**src/rtl/erm_pkg.sv**
```systemverilog
package erm_pkg;

  typedef enum logic [1:0] {
    MODE_PASS = 2'd0,
    MODE_RISE = 2'd1,
    MODE_FALL = 2'd2,
    MODE_BOTH = 2'd3
  } edge_mode_e;

  typedef enum logic [1:0] {
    LOP_NONE = 2'd0,
    LOP_NOT  = 2'd1,
    LOP_AND  = 2'd2,
    LOP_OR   = 2'd3
  } lop_e;

  // Edge extraction: pulses only while the detector is armed.
  function automatic logic edge_fn(edge_mode_e m, logic cur, logic prv, logic armed);
    case (m)
      MODE_PASS: return cur;
      MODE_RISE: return armed & cur & ~prv;
      MODE_FALL: return armed & ~cur & prv;
      default:   return armed & (cur ^ prv);
    endcase
  endfunction

  // Combination with the neighbouring channel's pre-combination signal.
  function automatic logic comb_fn(lop_e op, logic own, logic nbr);
    case (op)
      LOP_NONE: return own;
      LOP_NOT:  return ~own;
      LOP_AND:  return own & nbr;
      default:  return own | nbr;
    endcase
  endfunction

endpackage

```
**src/rtl/erm_channel.sv**
```systemverilog
module erm_channel
  import erm_pkg::*;
#(
  parameter int NUM_SRC = 32,
  parameter int SRC_W   = 5,
  parameter int CFG_W   = SRC_W + 4
) (
  input  logic               clk,
  input  logic               rst_n,
  input  logic               cfg_load,
  input  logic [CFG_W-1:0]   cfg_data,
  input  logic [NUM_SRC-1:0] src_i,
  input  logic               nbr_pre,
  output logic               pre_o,
  output logic               ch_q,
  output logic [SRC_W-1:0]   src_sel_o,
  output logic [1:0]         mode_o,
  output logic [1:0]         lop_o
);
  localparam int SRC_PAD = 1 << SRC_W;

  logic [SRC_W-1:0]   src_r;
  edge_mode_e         mode_r;
  lop_e               lop_r;
  logic               prev_r;
  logic               armed_r;
  logic [SRC_PAD-1:0] src_pad;
  logic               sel;

  assign src_pad = SRC_PAD'(src_i);
  assign sel     = src_pad[src_r];
  assign pre_o   = edge_fn(mode_r, sel, prev_r, armed_r);

  always_ff @(posedge clk or negedge rst_n) begin
    if (!rst_n) begin
      src_r   <= '0;
      mode_r  <= MODE_PASS;
      lop_r   <= LOP_NONE;
      prev_r  <= 1'b0;
      armed_r <= 1'b0;
      ch_q    <= 1'b0;
    end else begin
      if (cfg_load) begin
        src_r  <= cfg_data[SRC_W-1:0];
        mode_r <= edge_mode_e'(cfg_data[SRC_W+1:SRC_W]);
        lop_r  <= lop_e'(cfg_data[SRC_W+3:SRC_W+2]);
      end
      prev_r  <= sel;
      armed_r <= ~cfg_load;
      ch_q    <= comb_fn(lop_r, pre_o, nbr_pre);
    end
  end

  assign src_sel_o = src_r;
  assign mode_o    = mode_r;
  assign lop_o     = lop_r;

endmodule

```
**src/rtl/erm_consumer.sv**
```systemverilog
module erm_consumer #(
  parameter int NUM_CH = 12,
  parameter int CH_W   = 4
) (
  input  logic              clk,
  input  logic              rst_n,
  input  logic              cfg_load,
  input  logic [CH_W:0]     cfg_data,
  input  logic [NUM_CH-1:0] ch_vec,
  output logic              en_o,
  output logic              out_o
);
  localparam int CH_PAD = 1 << CH_W;

  logic [CH_W-1:0]   chsel_r;
  logic              en_r;
  logic [CH_PAD-1:0] ch_pad;

  assign ch_pad = CH_PAD'(ch_vec);

  always_ff @(posedge clk or negedge rst_n) begin
    if (!rst_n) begin
      chsel_r <= '0;
      en_r    <= 1'b0;
    end else if (cfg_load) begin
      chsel_r <= cfg_data[CH_W-1:0];
      en_r    <= cfg_data[CH_W];
    end
  end

  assign en_o  = en_r;
  assign out_o = en_r & ch_pad[chsel_r];

endmodule

```
**src/rtl/event_route_matrix.sv**
```systemverilog
module event_route_matrix #(
  parameter int NUM_CH   = 12,
  parameter int NUM_SRC  = 32,
  parameter int NUM_CONS = 8
) (
  input  logic                      clk,
  input  logic                      rst_n,
  input  logic [NUM_SRC-1:0]        src_i,
  input  logic                      cfg_we,
  input  logic [$clog2(NUM_CH+NUM_CONS)-1:0] cfg_addr,
  input  logic [$clog2(NUM_SRC)+3:0] cfg_wdata,
  output logic [NUM_CH-1:0]         ch_o,
  output logic [NUM_CONS-1:0]       cons_o
);
  localparam int SRC_W  = $clog2(NUM_SRC);
  localparam int CH_W   = $clog2(NUM_CH);
  localparam int CFG_W  = SRC_W + 4;
  localparam int ADDR_W = $clog2(NUM_CH + NUM_CONS);

  logic [NUM_CH-1:0]       pre_v;
  logic [NUM_CH-1:0]       ch_hit;
  logic [2*NUM_CH-1:0]     mode_v;
  logic [2*NUM_CH-1:0]     lop_v;
  logic [SRC_W*NUM_CH-1:0] src_v;
  logic [NUM_CONS-1:0]     cons_hit;
  logic [NUM_CONS-1:0]     cons_en_v;

  for (genvar i = 0; i < NUM_CH; i++) begin : g_ch
    localparam int NBR = (i == 0) ? NUM_CH - 1 : i - 1;
    assign ch_hit[i] = cfg_we && (cfg_addr == ADDR_W'(i));
    erm_channel #(.NUM_SRC(NUM_SRC), .SRC_W(SRC_W), .CFG_W(CFG_W)) u_ch (
      .clk       (clk),
      .rst_n     (rst_n),
      .cfg_load  (ch_hit[i]),
      .cfg_data  (cfg_wdata),
      .src_i     (src_i),
      .nbr_pre   (pre_v[NBR]),
      .pre_o     (pre_v[i]),
      .ch_q      (ch_o[i]),
      .src_sel_o (src_v[SRC_W*i +: SRC_W]),
      .mode_o    (mode_v[2*i +: 2]),
      .lop_o     (lop_v[2*i +: 2])
    );
  end

  for (genvar j = 0; j < NUM_CONS; j++) begin : g_cons
    assign cons_hit[j] = cfg_we && (cfg_addr == ADDR_W'(NUM_CH + j));
    erm_consumer #(.NUM_CH(NUM_CH), .CH_W(CH_W)) u_cons (
      .clk      (clk),
      .rst_n    (rst_n),
      .cfg_load (cons_hit[j]),
      .cfg_data (cfg_wdata[CH_W:0]),
      .ch_vec   (ch_o),
      .en_o     (cons_en_v[j]),
      .out_o    (cons_o[j])
    );
  end

endmodule

```
**config.mk**
```make
export PLATFORM = sky130hd
export DESIGN_NAME = event_route_matrix
export DESIGN_NICKNAME = d
export VERILOG_FILES = /design/src/rtl/erm_pkg.sv /design/src/rtl/erm_channel.sv /design/src/rtl/erm_consumer.sv /design/src/rtl/event_route_matrix.sv
export SDC_FILE = /design/constraint.sdc
export NUM_CORES = 1
export LEC_CHECK = 0
export ABC_AREA = 1
export BUFFER_PORTS_ARGS = -buffer_cell sky130_fd_sc_hd__buf_2
export CAP_MARGIN = 10
export CORE_UTILIZATION = 45
export DETAILED_ROUTE_END_ITERATION = 8
export GPL_TIMING_DRIVEN = 0
export HOLD_SLACK_MARGIN = 0.12
export SYNTH_ARGS = -nofsm -noshare
export SYNTH_HDL_FRONTEND = slang
export SYNTH_SLANG_ARGS = --single-unit
```
**constraint.sdc**
```tcl
create_clock -name clk -period 2.2 [get_ports clk]
set_input_delay 0.22 -clock clk [delete_from_list [all_inputs] [get_ports clk]]
set_output_delay 0.22 -clock clk [all_outputs]
set_load 0.005 [all_outputs]
```
==> impl_results.md, run 1 <==
- GR Overflow Total: 0
- Syn_nets: 1928
- Row count: 60
- Starting Density: 0.460
- R2r startpoint: g_ch[11].u_ch.src_sel_o[1]
- GP Congestion: 0.946
- CTS tree: done
- Final worst clock skew: 0.0108 ns
- CP Max Fanout: 7
- Post-route ant nets: 0
- Synth cell types: 27
- Mapped Area: 12500 um2
- Worst skew pair latency: 0.45 ns
- WS Path Type: reg2out
- Placeable core area: 27100 um2
- Hold slack: 0.361 ns
- Io pins: 69
- Synth Instances: 1879
- CP startpoint kind: flop
- Clock Tree Buf Depth: 2
- Total Routing Usage GR: 0.309
- #FFs+latches synth: 184
- FF+latch area: 4620 um2
- Max Clock Freq: 463 MHz
- R2R Setup Slk: 0.23 ns
- Die ar.: 28400 um2
- Max cap viols: 0
- P&R area growth vs syn: 13.2%
- Syn_area_per_cell: 6.64 um2
- Launch point of the worst path: g_ch[5].u_ch.ch_q
- Antenna Diode Count: 0
- Pre-antenna DRT Iters: 6
- Final instance area: 14100 um2
- Hold Crit Class: in2reg
- Crit-path slowest cell: dfrtp_1
- Filler instances: 2708
- RSZ-0062 raised after global routing: true
- Final Hold Viols: 0
- Synth Warn #: 0
- H-tree Lvls: 4
- R2r endpoint: g_ch[0].u_ch.ch_q
- Final min period: 2.16 ns
- CP max stage delay: 0.39 ns
- Worst-Margin Slew: 1.11 ns
- Worst EP required: 1.98 ns
- Worst EP arrival: 1.94 ns
- Layout cells sized above 1: 0.153
- R2R cell count: 13
- Seq/Total Area, Yosys: 0.369
- First-pass GRT wire length: 66.8 mm
- Fin nets: 2025
- Clock sink count: 184
- CTS clk-pin slew, worst paths: 0.07 ns
- Final period util: 0.982
- CTS buffer count: 17
- VDD IR max: 0.545 mV
- CP endpoint: cons_o[7]
- CP cell instances: inv_4, buf_4, a21oi_2, o21ai_1, o21ai_1, nor2_1, a311o_1, a21boi_1, buf_2
- Chip width: 168 um
- Pins over their slew limit: 0
- Drt total wl: 43.5 mm
- Place WS: 0.0973 ns
- Die H: 168 um
- Vias per inst: 5.56
- Area of the multi-input gates: 6500 um2
- Crit. End Element: output port
- DP HPWL: 29.1 mm
- Cell Area, Placed: 13300 um2
- Vias: 13100
- Outcome: completed
- Clock Root Buffer: clkbuf_16
- WL/cell: 18.4 um
- Worst Slack Setup Final: 0.0401 ns
- Cell mode on critical path: o21ai_1
- Slew Limit Headroom: 0.261
- Pwr Density: 984 nW/um2
- Largest net degree at the start of global routing: 97
- PortBufs: 67
- Setup violations, final: 0
- Vias in the first global route: 12200
- DRT iter0 DRCs: 1420
- Pleak: 6.90 nW
- DRC: 0
- Antenna violations before repair: 0
-- layout make-up --
cell class / count / share of cell area
Multi-Input combinational cell: 1433 / 0.461
Sequential cell: 184 / 0.327
Buffer: 132 / 0.0632
Timing Repair Buffer: 86 / 0.0387
Inverter: 122 / 0.0351
Tap cell: 372 / 0.0330
Clock buffer: 18 / 0.0311
Clock inverter: 14 / 0.0115
-- worst max-delay path, delay by kind of cell (launching register included) --
kind	cells	cell delay, ns
DFF	1	0.39
and+or+nand+nor	1	0.06
buffers and inverters	3	0.35
AOI/OAI and AO/OA	5	0.70
-- worst min path at each step --
stage	start	to	slack, ns	cells past startpoint
floorplan	rst_n	g_ch[0].u_ch.armed_r	-0.08	0
global placement	g_cons[2].u_cons.en_o	g_cons[2].u_cons.en_o	0.46	2
detailed placement	rst_n	g_ch[1].u_ch.src_sel_o[4]	0.33	1
CTS	cfg_addr[0]	g_cons[5].u_cons.chsel_r[1]	0.35	3
global route	cfg_addr[0]	g_cons[5].u_cons.chsel_r[3]	0.40	3
finish	cfg_addr[0]	g_cons[5].u_cons.chsel_r[3]	0.36	3
-- routing by layer --
layer | global-route usage | share of wire | up-vias
li1 | - | - | 6316
met1 | 0.418 | 0.43 | 6134
met2 | 0.476 | 0.44 | 574
met3 | 0.0641 | 0.089 | 106
met4 | 0.140 | 0.041 | 0
met5 | 0 | 0 | -
-- metrics by stage --
stage / std cells / TNS, ns / total power, W / util
after floorplan: 1879 / 0 / 0.00876 / -
after global placement: 2318 / -421.19 / 0.0102 / 0.490
after detailed placement: 2319 / 0 / 0.0104 / 0.491
after CTS: 2356 / 0 / 0.0137 / 0.517
after global routing: 2361 / -0.0969 / 0.0148 / 0.521
final: 2361 / 0 / 0.0139 / 0.521
-- flip-flops by register name, indices dropped and copies added (netlist names) --
name,count
g_ch.u_ch.armed_r,12
g_ch.u_ch.ch_q,12
g_ch.u_ch.lop_o,24
g_ch.u_ch.mode_o,24
g_ch.u_ch.prev_r,12
g_ch.u_ch.src_sel_o,60
g_cons.u_cons.chsel_r,32
g_cons.u_cons.en_o,8
-- cells by family (layout without fill, tap and decap cells) --
| group | after synthesis | in the layout | synth area share |
|---|---|---|---|
| simple gates | 1169 | 1169 | 0.406 |
| compound gates | 264 | 264 | 0.112 |
| buf+inv | 262 | 372 | 0.112 |
| flops | 184 | 184 | 0.369 |
-- cells in the final DEF, fill, tap and decap left out, drive strengths merged --
| cell type | instances |
|---|---|
| clkinvlp | 6 |
| clkbuf | 46 |
| nor3 | 2 |
| a311o | 8 |
| buf | 185 |
| o211ai | 8 |
| a21oi | 26 |
| dlygate4sd3 | 5 |
| a21boi | 8 |
| nand3b | 9 |
| clkinv | 1 |
| inv | 127 |
| or2 | 5 |
| nand3 | 362 |
| bufinv | 2 |
| o21ai | 214 |
| nor2 | 38 |
| nand2 | 743 |
| and3 | 1 |
| nand4 | 9 |
| dfrtp | 184 |
-- report_power, final --
part	leakage, nW	total (W)	internal, W	switching (W)
Combinational	4.33	0.00578	0.00231	0.00347
Clock	0.276	0.00322	0.00173	0.00149
Sequential	2.30	0.00490	0.00411	0.000785
Total	6.90	0.0139	0.00816	0.00574
-- Yosys cell counts (all sizes together) --
library cell  number  area share
inv              122       0.040
a21oi             26       0.010
nand4              9      0.0045
o21ai            214       0.086
and3               1     0.00050
clkbuf            29      0.0087
nor2              38       0.011
buf              111       0.064
dfrtp            184        0.37
or2                5      0.0025
nand3b             9      0.0054
nor3               2      0.0016
o211ai             8      0.0048
a311o              8      0.0064
nand2            743        0.23
a21boi             8      0.0048
nand3            362        0.15
-- what timing repair did --
action	in CTS	in global routing
endpoints found under the setup margin	8	8
buffers inserted	3	9
hold buffers	5	0
resized for setup	22	41
cloned	0	1
pin swaps	3	17
hold endpoints to repair	102	0
(Power assumes the default switching activity.)
==> run 2, diff against run 1 <==
--- a/config.mk
+++ b/config.mk
@@ -9,9 +9,11 @@
 export BUFFER_PORTS_ARGS = -buffer_cell sky130_fd_sc_hd__buf_2
 export CAP_MARGIN = 10
 export CORE_UTILIZATION = 45
+export CTS_CLUSTER_SIZE = 24
 export DETAILED_ROUTE_END_ITERATION = 8
 export GPL_TIMING_DRIVEN = 0
 export HOLD_SLACK_MARGIN = 0.12
 export SYNTH_ARGS = -nofsm -noshare
 export SYNTH_HDL_FRONTEND = slang
+export SYNTH_HIERARCHICAL = 1
 export SYNTH_SLANG_ARGS = --single-unit
==> run 2 against run 1 <==
  * Via count grew 1.8%
  * Synthesized cell count grew 6.1%
  * Non-clock buffer count down 55
  * Largest cell class unchanged
  * Clock power hardly changed
  * Final cell count is 5.5% higher
  * Wire length increased by 2.3%
  * Total power increased by 17%
  * Critical path type is now reg2reg
==> impl_results.md, run 2 <==
- PortBufs: 68 (+1.5%)
- Filler instances: 2966 (+9.5%)
- Post-synthesis adder-cell area fraction: 0 (unchanged)
- H-tree Lvls: 4 (unchanged)
- Final period util: 0.946 (-0.0359)
- Crit. End Element: flop
- Max Clock Freq: 481 MHz (+3.8%)
- Die H: 178 um (+5.4%)
- First-pass GRT wire length: 70.0 mm (+4.9%)
- Max cap viols: 0 (unchanged)
- Mux share of post-synthesis cell area: 0 (unchanged)
- CP Max Fanout: 10 (+3)
- Most frequent cells in the layout: nand2_1 (660), nand3_1 (329), inv_1 (194)
- Starting Density: 0.463 (+0.00288)
- Clock Tree Buf Depth: 2 (unchanged)
- Vias per inst: 5.37 (-3.5%)
- Pins over their slew limit: 0 (unchanged)
- Worst skew pair latency: 0.44 ns (about the same)
- Fin nets: 2136 (+5.5%)
- Final Hold Viols: 0 (unchanged)
- P&R area growth vs syn: 11.2%
- RSZ-0062 raised after global routing: true
- Final worst clock skew: 0.00978 ns (-0.00104 ns)
- Clock sink count: 184 (unchanged)
- Synth area leader: dfrtp_1
- Place WS: 0.109 ns (+0.0114 ns)
- Mapped Area: 13900 um2 (+11%)
- Hold Crit Class: in2reg
- Comb power frac: 0.484 (+0.068)
- CP startpoint kind: flop
- GP Congestion: 0.867 (-8.3%)
- Met2 track demand over resource: 0.466 (-0.0106)
- Hold path start: cfg_wdata[8]
- Antenna violations before repair: 0 (unchanged)
- Prevailing post-synth register cell: dfrtp_1
- DRT iter0 DRCs: 1310 (-7.7%)
- Synth Instances: 1993 (+6.1%)
- GR Overflow Total: 0 (unchanged)
- Vias: 13400 (+1.8%)
- Antenna Diode Count: 0 (unchanged)
- CTS buffer count: 17 (unchanged)
- Post-route ant nets: 0 (unchanged)
- Placeable core area: 30000 um2 (+11%)
- Most frequent cell after synthesis: nand2_1
- Final min period: 2.08 ns (-0.0791 ns)
- Layout cells sized above 1: 0.233 (+0.0795)
- Synth Area in Compound Gates: 0.0761 (-0.0362)
- Worst Slack Setup Final: 0.119 ns (+0.0791 ns)
- CTS tree: done
- Max reg flops: 60 (unchanged)
- R2R cell count: 16 (+3)
- Vias in the first global route: 12600 (+3.8%)
- Die ar.: 31500 um2 (+11%)
- Sequential share of power: 0.319 (-0.034)
- Dpl cells: 2452 (+5.7%)
- Simple-gate area share of the yosys netlist: 0.460 (+0.0533)
- DP HPWL: 28.7 mm (-1.5%)
- Synth cell types: 24 (-11%)
- Largest net degree at the start of global routing: 110 (+13%)
- Pwr Density: 1060 nW/um2 (+7.3%)
- Worst EP arrival: 2.41 ns (+0.47 ns)
- Async S/R FF share, synth: 1.00 (unchanged)
- Post-synth top area share: 0.332 (-0.0372)
- Worst-Margin Slew: 0.770 ns (-0.339 ns)
- Post-Layout Cell Count: 2490 (+5.5%)
- Worst EP required: 2.53 ns (+0.55 ns)
- Main combinational cell family by area after synthesis: simple AND/OR/NAND/NOR gates
- Syn_nets: 2042 (+5.9%)
- Outcome: completed
- Clock Root Buffer: clkbuf_16
- Pleak: 7.43 nW (+7.7%)
- Clk pwr share: 0.197 (-0.035)
- Switch share: 0.448 (+0.0345)
- Post-synth top cells: nand2_1 (663), nand3_1 (336), inv_1 (194)
- DRC: 0 (unchanged)
- Commonest non-fill, non-tap cell in the layout: nand2_1
- Met1 Use GR: 0.396 (-0.0225)
- XOR/XNOR Fraction of Synth Area: 0 (unchanged)
- Drt total wl: 44.5 mm (+2.3%)
- Chip width: 178 um (+5.4%)
- Pre-antenna DRT Iters: 5 (-1)
- Worst Hold Path Cells: 3 (unchanged)
- Syn_area_per_cell: 6.96 um2 (+4.9%)
- Io pins: 69 (unchanged)
- #FFs+latches synth: 184 (unchanged)
- Setup violations, final: 0 (unchanged)
- VDD IR max: 0.600 mV (+10%)
- Net Switching: 0.00729 W (+27%)
- Number of synthesized flops with an enable pin: 0 (unchanged)
- Worst Hold End: g_ch[4].u_ch/lop_o[1]
- R2r endpoint: g_ch[11].u_ch/ch_q
- Seq/Total Area, Yosys: 0.332 (-0.0372)
- WL/cell: 17.9 um (-3.0%)
- R2r startpoint: g_ch[10].u_ch/src_sel_o[0]
- Main area contributors after synthesis: dfrtp_1 (33%), nand2_1 (18%), nand3_1 (12%)
- Met3 Use GR: 0.0589 (-0.00515)
- Row count: 63 (+5.0%)
- Pwr Total: 0.0163 W (+17%)
- Synth Warn #: 6 (+6)
- Internal power: 0.00900 W (+10%)
- CTS clk-pin slew, worst paths: 0.08 ns (about the same)
- Slew Limit Headroom: 0.487 (+0.226)
- WS Path Type: reg2reg
- Busiest grt layer: met2
- Total Routing Usage GR: 0.294 (-0.0154)
- R2R Setup Slk: 0.12 ns (-0.11 ns)
[run 2: cell count changes after synthesis, sizes merged, moves of 3 or more]
cell,before,now
inv,122,238
nand3,362,420
buf,111,56
nand2,743,793
o21ai,214,164
or2,5,25
nor2,38,53
nand3b,9,0
nand4,9,0
a21boi,8,0
a311o,8,0
a21oi,26,20
clkbuf,29,32
[run 2: worst max path at each step]
stage / from / endpoint / slack (ns) / cells after the start
after floorplan: g_ch[11].u_ch/src_sel_o[0] / g_ch[0].u_ch/ch_q / 0.40 / 15
after global placement: rst_n / g_cons[3].u_cons/en_o / -2.34 / 1
after detailed placement: g_ch[9].u_ch/src_sel_o[0] / g_ch[10].u_ch/ch_q / 0.11 / 15
after CTS: g_ch[9].u_ch/src_sel_o[0] / g_ch[10].u_ch/ch_q / 0.09 / 15
after global routing: g_ch[2].u_ch/src_sel_o[0] / g_ch[3].u_ch/ch_q / -0.02 / 15
final: g_ch[10].u_ch/src_sel_o[0] / g_ch[11].u_ch/ch_q / 0.12 / 16
[run 2: kinds of logic (layout without fill, tap and decap cells)]
group / Yosys count / after routing
AO/OA/AOI/OAI: 192 / 192
buffers and inverters: 326 / 433
flip-flops: 184 / 184
AND/OR/NAND/NOR: 1291 / 1291
[run 2: cell type report]
cell class                      count  area [um2]  area share
Buffer                             86         771      0.0500
Clock buffer                       19         443      0.0287
Clock inverter                     13         161      0.0105
Inverter                          238        1020      0.0663
Multi-Input combinational cell   1483        7500       0.486
Sequential cell                   184        4600       0.298
Tap cell                          390         488      0.0316
Timing Repair Buffer               77         440      0.0285
[run 2: worst max-delay path, stage by stage (launching register included)]
cell and delay [ns]:
dfrtp_1 0.34, buf_6 0.14, inv_6 0.05, buf_12 0.14, nand2_1 0.10, nand3_2 0.09, nand3_2 0.07, nand2_2 0.07
nand2_1 0.08, nand3_2 0.10, nand2_2 0.10, nand2_2 0.06, nand3_4 0.09, nand2_4 0.06, or2_2 0.30, a21oi_2 0.12
nor2_2 0.07
[run 2: timing repair]
action	in CTS	in global routing
resized for setup	0	13
hold buffers	1	0
endpoints found under the hold margin	75	0
endpoints found under the setup margin	0	6
setup buffers	0	7
[run 2: power by group through the flow]
stage               registers [W]  clock network [W]  logic, W
finish                    0.00520            0.00321   0.00789
global route              0.00530            0.00342   0.00882
CTS                       0.00517            0.00328   0.00780
detailed placement        0.00523                  0   0.00778
global placement          0.00521                  0   0.00762
floorplan                 0.00486                  0   0.00603
[run 2: through the flow]
step                      TNS [ns]  area, um2  utilization  hold slack [ns]
after CTS                        0      15300        0.512            0.215
after global placement     -427.04      14700        0.491            0.515
after detailed placement         0      14700        0.492            0.227
final                            0      15400        0.515            0.233
after floorplan                  0      13900            -          -0.0756
after global routing       -0.0249      15400        0.515            0.248
[run 2: per-layer routing]
| metal | wire length (um) | share of wire |
|---|---|---|
| met1 | 19500 | 0.44 |
| met2 | 20300 | 0.46 |
| met3 | 3410 | 0.076 |
| met4 | 1330 | 0.030 |
| met5 | 0 | 0 |
==> run 3, diff against run 2 <==
--- a/config.mk
+++ b/config.mk
@@ -6,6 +6,7 @@
 export NUM_CORES = 1
 export LEC_CHECK = 0
 export ABC_AREA = 1
+export ABC_CLOCK_PERIOD_IN_PS = 2200
 export BUFFER_PORTS_ARGS = -buffer_cell sky130_fd_sc_hd__buf_2
 export CAP_MARGIN = 10
 export CORE_UTILIZATION = 45
==> constraint.sdc (replaced) <==
create_clock -name clk -period 2.2 [get_ports clk]
set_input_delay 0.22 -clock clk [delete_from_list [all_inputs] [get_ports clk]]
set_output_delay 0.22 -clock clk [all_outputs]
set_load 0.05 [all_outputs]
==> run 3 against run 2 <==
  * Clock skew up 0.0051 ns
  * Sequential power about the same
  * Flip-flop and latch count stayed put
  * Via count is essentially flat
  * Final cell count is the same
  * Maximum frequency shrank 1.0%
  * Critical path depth fell by 11
  * Clock power is essentially flat
  * Die area unchanged
  * First-iteration DRC count is 0.69% higher
  * Largest cell class unchanged
  * Largest power group unchanged
==> impl_results.md, run 3 (synthesis gave the netlist of run 2 again) <==
- Pins over their slew limit: 0 (unchanged)
- Post-route ant nets: 0 (unchanged)
- Io pins: 69 (unchanged)
- Clock Tree Buf Depth: 2 (unchanged)
- Max Clock Freq: 476 MHz (-1.0%)
- Vias in the first global route: 12600 (unchanged)
- Area of the multi-input gates: 7510 um2 (+0.23%)
- WS Path Type: reg2out
- Placeable core area: 30000 um2 (unchanged)
- Worst-Margin Slew: 0.760 ns (-0.0102 ns)
- Pleak: 7.43 nW (about the same)
- Row count: 63 (unchanged)
- Crit. End Element: output port
- Total Routing Usage GR: 0.294 (unchanged)
- Vias per inst: 5.37 (about the same)
- Final worst clock skew: 0.0149 ns (+0.00512 ns)
- Starting Density: 0.463 (unchanged)
- DP HPWL: 28.7 mm (unchanged)
- Layout cells sized above 1: 0.239 (+0.00571)
- Slew Limit Headroom: 0.494 (+0.00678)
- First-pass GRT wire length: 70.0 mm (unchanged)
- Largest net degree at the start of global routing: 110 (unchanged)
- Final Hold Viols: 0 (unchanged)
- Fin nets: 2136 (unchanged)
- Pwr Total: 0.0169 W (+3.8%)
- Worst EP required: 1.98 ns (-0.55 ns)
- Clock Root Buffer: clkbuf_16
- Antenna violations before repair: 0 (unchanged)
- PortBufs: 68 (unchanged)
- CTS clk-pin slew, worst paths: 0.07 ns (about the same)
- DRC: 0 (unchanged)
- Antenna Diode Count: 0 (unchanged)
- Die H: 178 um (unchanged)
- Clock sink count: 184 (unchanged)
- Drt total wl: 44.7 mm (+0.45%)
- Vias: 13400 (-0.030%)
- Pre-antenna DRT Iters: 8 (+3)
- GP Congestion: 0.867 (unchanged)
- Filler instances: 2965 (-0.034%)
- DRT iter0 DRCs: 1319 (+0.69%)
- Hold Crit Class: in2reg
- Buffer and inverter count on the worst path: 1 (-2)
- VDD IR max: 0.598 mV (-0.43%)
- P&R area growth vs syn: 11.4%
- Pwr Density: 1090 nW/um2 (+3.6%)
- Crit-path slowest cell: dfrtp_1
- Worst skew pair latency: 0.45 ns (about the same)
- CP Max Fanout: 9 (-1)
- Final min period: 2.10 ns (+0.0209 ns)
- Final period util: 0.955 (+0.00952)
- FF+latch area: 4620 um2 (+0.24%)
- CP top delay family: flip-flops
- CP cell instances: o211ai_1, o21ai_1, nand2_1, a21oi_2, buf_2
- H-tree Lvls: 4 (unchanged)
- CTS buffer count: 17 (unchanged)
- Commonest non-fill, non-tap cell in the layout: nand2_1
- Max reg flops: 60 (unchanged)
- Outcome: completed
- Worst EP arrival: 1.88 ns (-0.53 ns)
- CP max stage delay: 0.68 ns (+0.34 ns)
- GR Overflow Total: 0 (unchanged)
- Setup violations, final: 0 (unchanged)
- WL/cell: 18.0 um (+0.45%)
- Max cap viols: 0 (unchanged)
- CP startpoint kind: flop
- Hold slack: 0.237 ns (+0.00428 ns)
- Die ar.: 31500 um2 (unchanged)
- Chip width: 178 um (unchanged)
- CTS tree: done
- Most frequent cells in the layout: nand2_1 (658), nand3_1 (328), inv_1 (194)
==> run 3: cell counts in the layout (fill, tap and decap cells not counted) <==
No cell type changed its count.
==> run 3: area by class of cell <==
class | count | share of cell area
plain buffers | 86 | 0.0499
clock buffers | 19 | 0.0287
clock inverters | 13 | 0.0104
inverters | 238 | 0.0662
multi-input cells | 1483 | 0.486
flip-flops and latches | 184 | 0.299
well taps | 390 | 0.0316
repair buffers | 77 | 0.0285
==> run 3: path summary, 6_finish.rpt <==
path | startpoint | end | slack [ns] | depth (start not counted)
max | g_ch[8].u_ch/ch_q | cons_o[0] | 0.1 | 5
min | cfg_wdata[8] | g_ch[4].u_ch/lop_o[1] | 0.24 | 3
max reg2reg | g_ch[4].u_ch/src_sel_o[0] | g_ch[5].u_ch/ch_q | 0.13 | 15
min reg2reg | g_cons[5].u_cons/en_o | g_cons[5].u_cons/en_o | 0.54 | 2
max in group asynchronous | rst_n | g_ch[1].u_ch/ch_q | 0.89 | 3
min in group asynchronous | rst_n | g_ch[10].u_ch/src_sel_o[4] | 0.31 | 2
==> run 3: metal layers <==
metal  routed length (um)  global-route usage  up-vias
li1                     -                   -     6528
met1                19700               0.396     6286
met2                20400               0.466      438
met3                 3350              0.0589      108
met4                 1360               0.106        0
met5                    0                   0        -
==> run 3: what timing repair did <==
item | in CTS | in global routing
resized for setup | 0 | 26
endpoints found under the hold margin | 75 | 0
buffers inserted | 0 | 7
hold buffers | 1 | 0
endpoints found under the setup margin | 0 | 14
==> run 3: per-stage QoR <==
stage | setup WS [ns] | setup TNS, ns | std cells | instance area, um2 | utilization
floorplan | 0.372 | 0 | 1993 | 13900 | -
global placement | -2.34 | -427.04 | 2451 | 14700 | 0.491
detailed placement | 0.109 | 0 | 2452 | 14700 | 0.492
CTS | 0.0113 | 0 | 2485 | 15300 | 0.512
global route | -0.0196 | -0.0303 | 2490 | 15500 | 0.516
finish | 0.0982 | 0 | 2490 | 15500 | 0.516
==> run 3: where the power goes <==
| group | switching, W | internal [W] |
|---|---|---|
| Combinational | 0.00545 | 0.00303 |
| Sequential | 0.000961 | 0.00425 |
| Clock | 0.00147 | 0.00174 |
==> run 3: worst register-to-register path, stage by stage, from the launching register on <==
cell,delay [ns]
dfrtp_1,0.38
buf_6,0.14
inv_6,0.08
buf_12,0.13
nand2_1,0.06
nand3_1,0.09
nand3_1,0.08
nand2_1,0.11
nand2_1,0.07
nand3_2,0.07
nand3_1,0.11
nand3_4,0.11
nand2_4,0.07
or2_2,0.30
a21oi_2,0.11
nor2_2,0.06
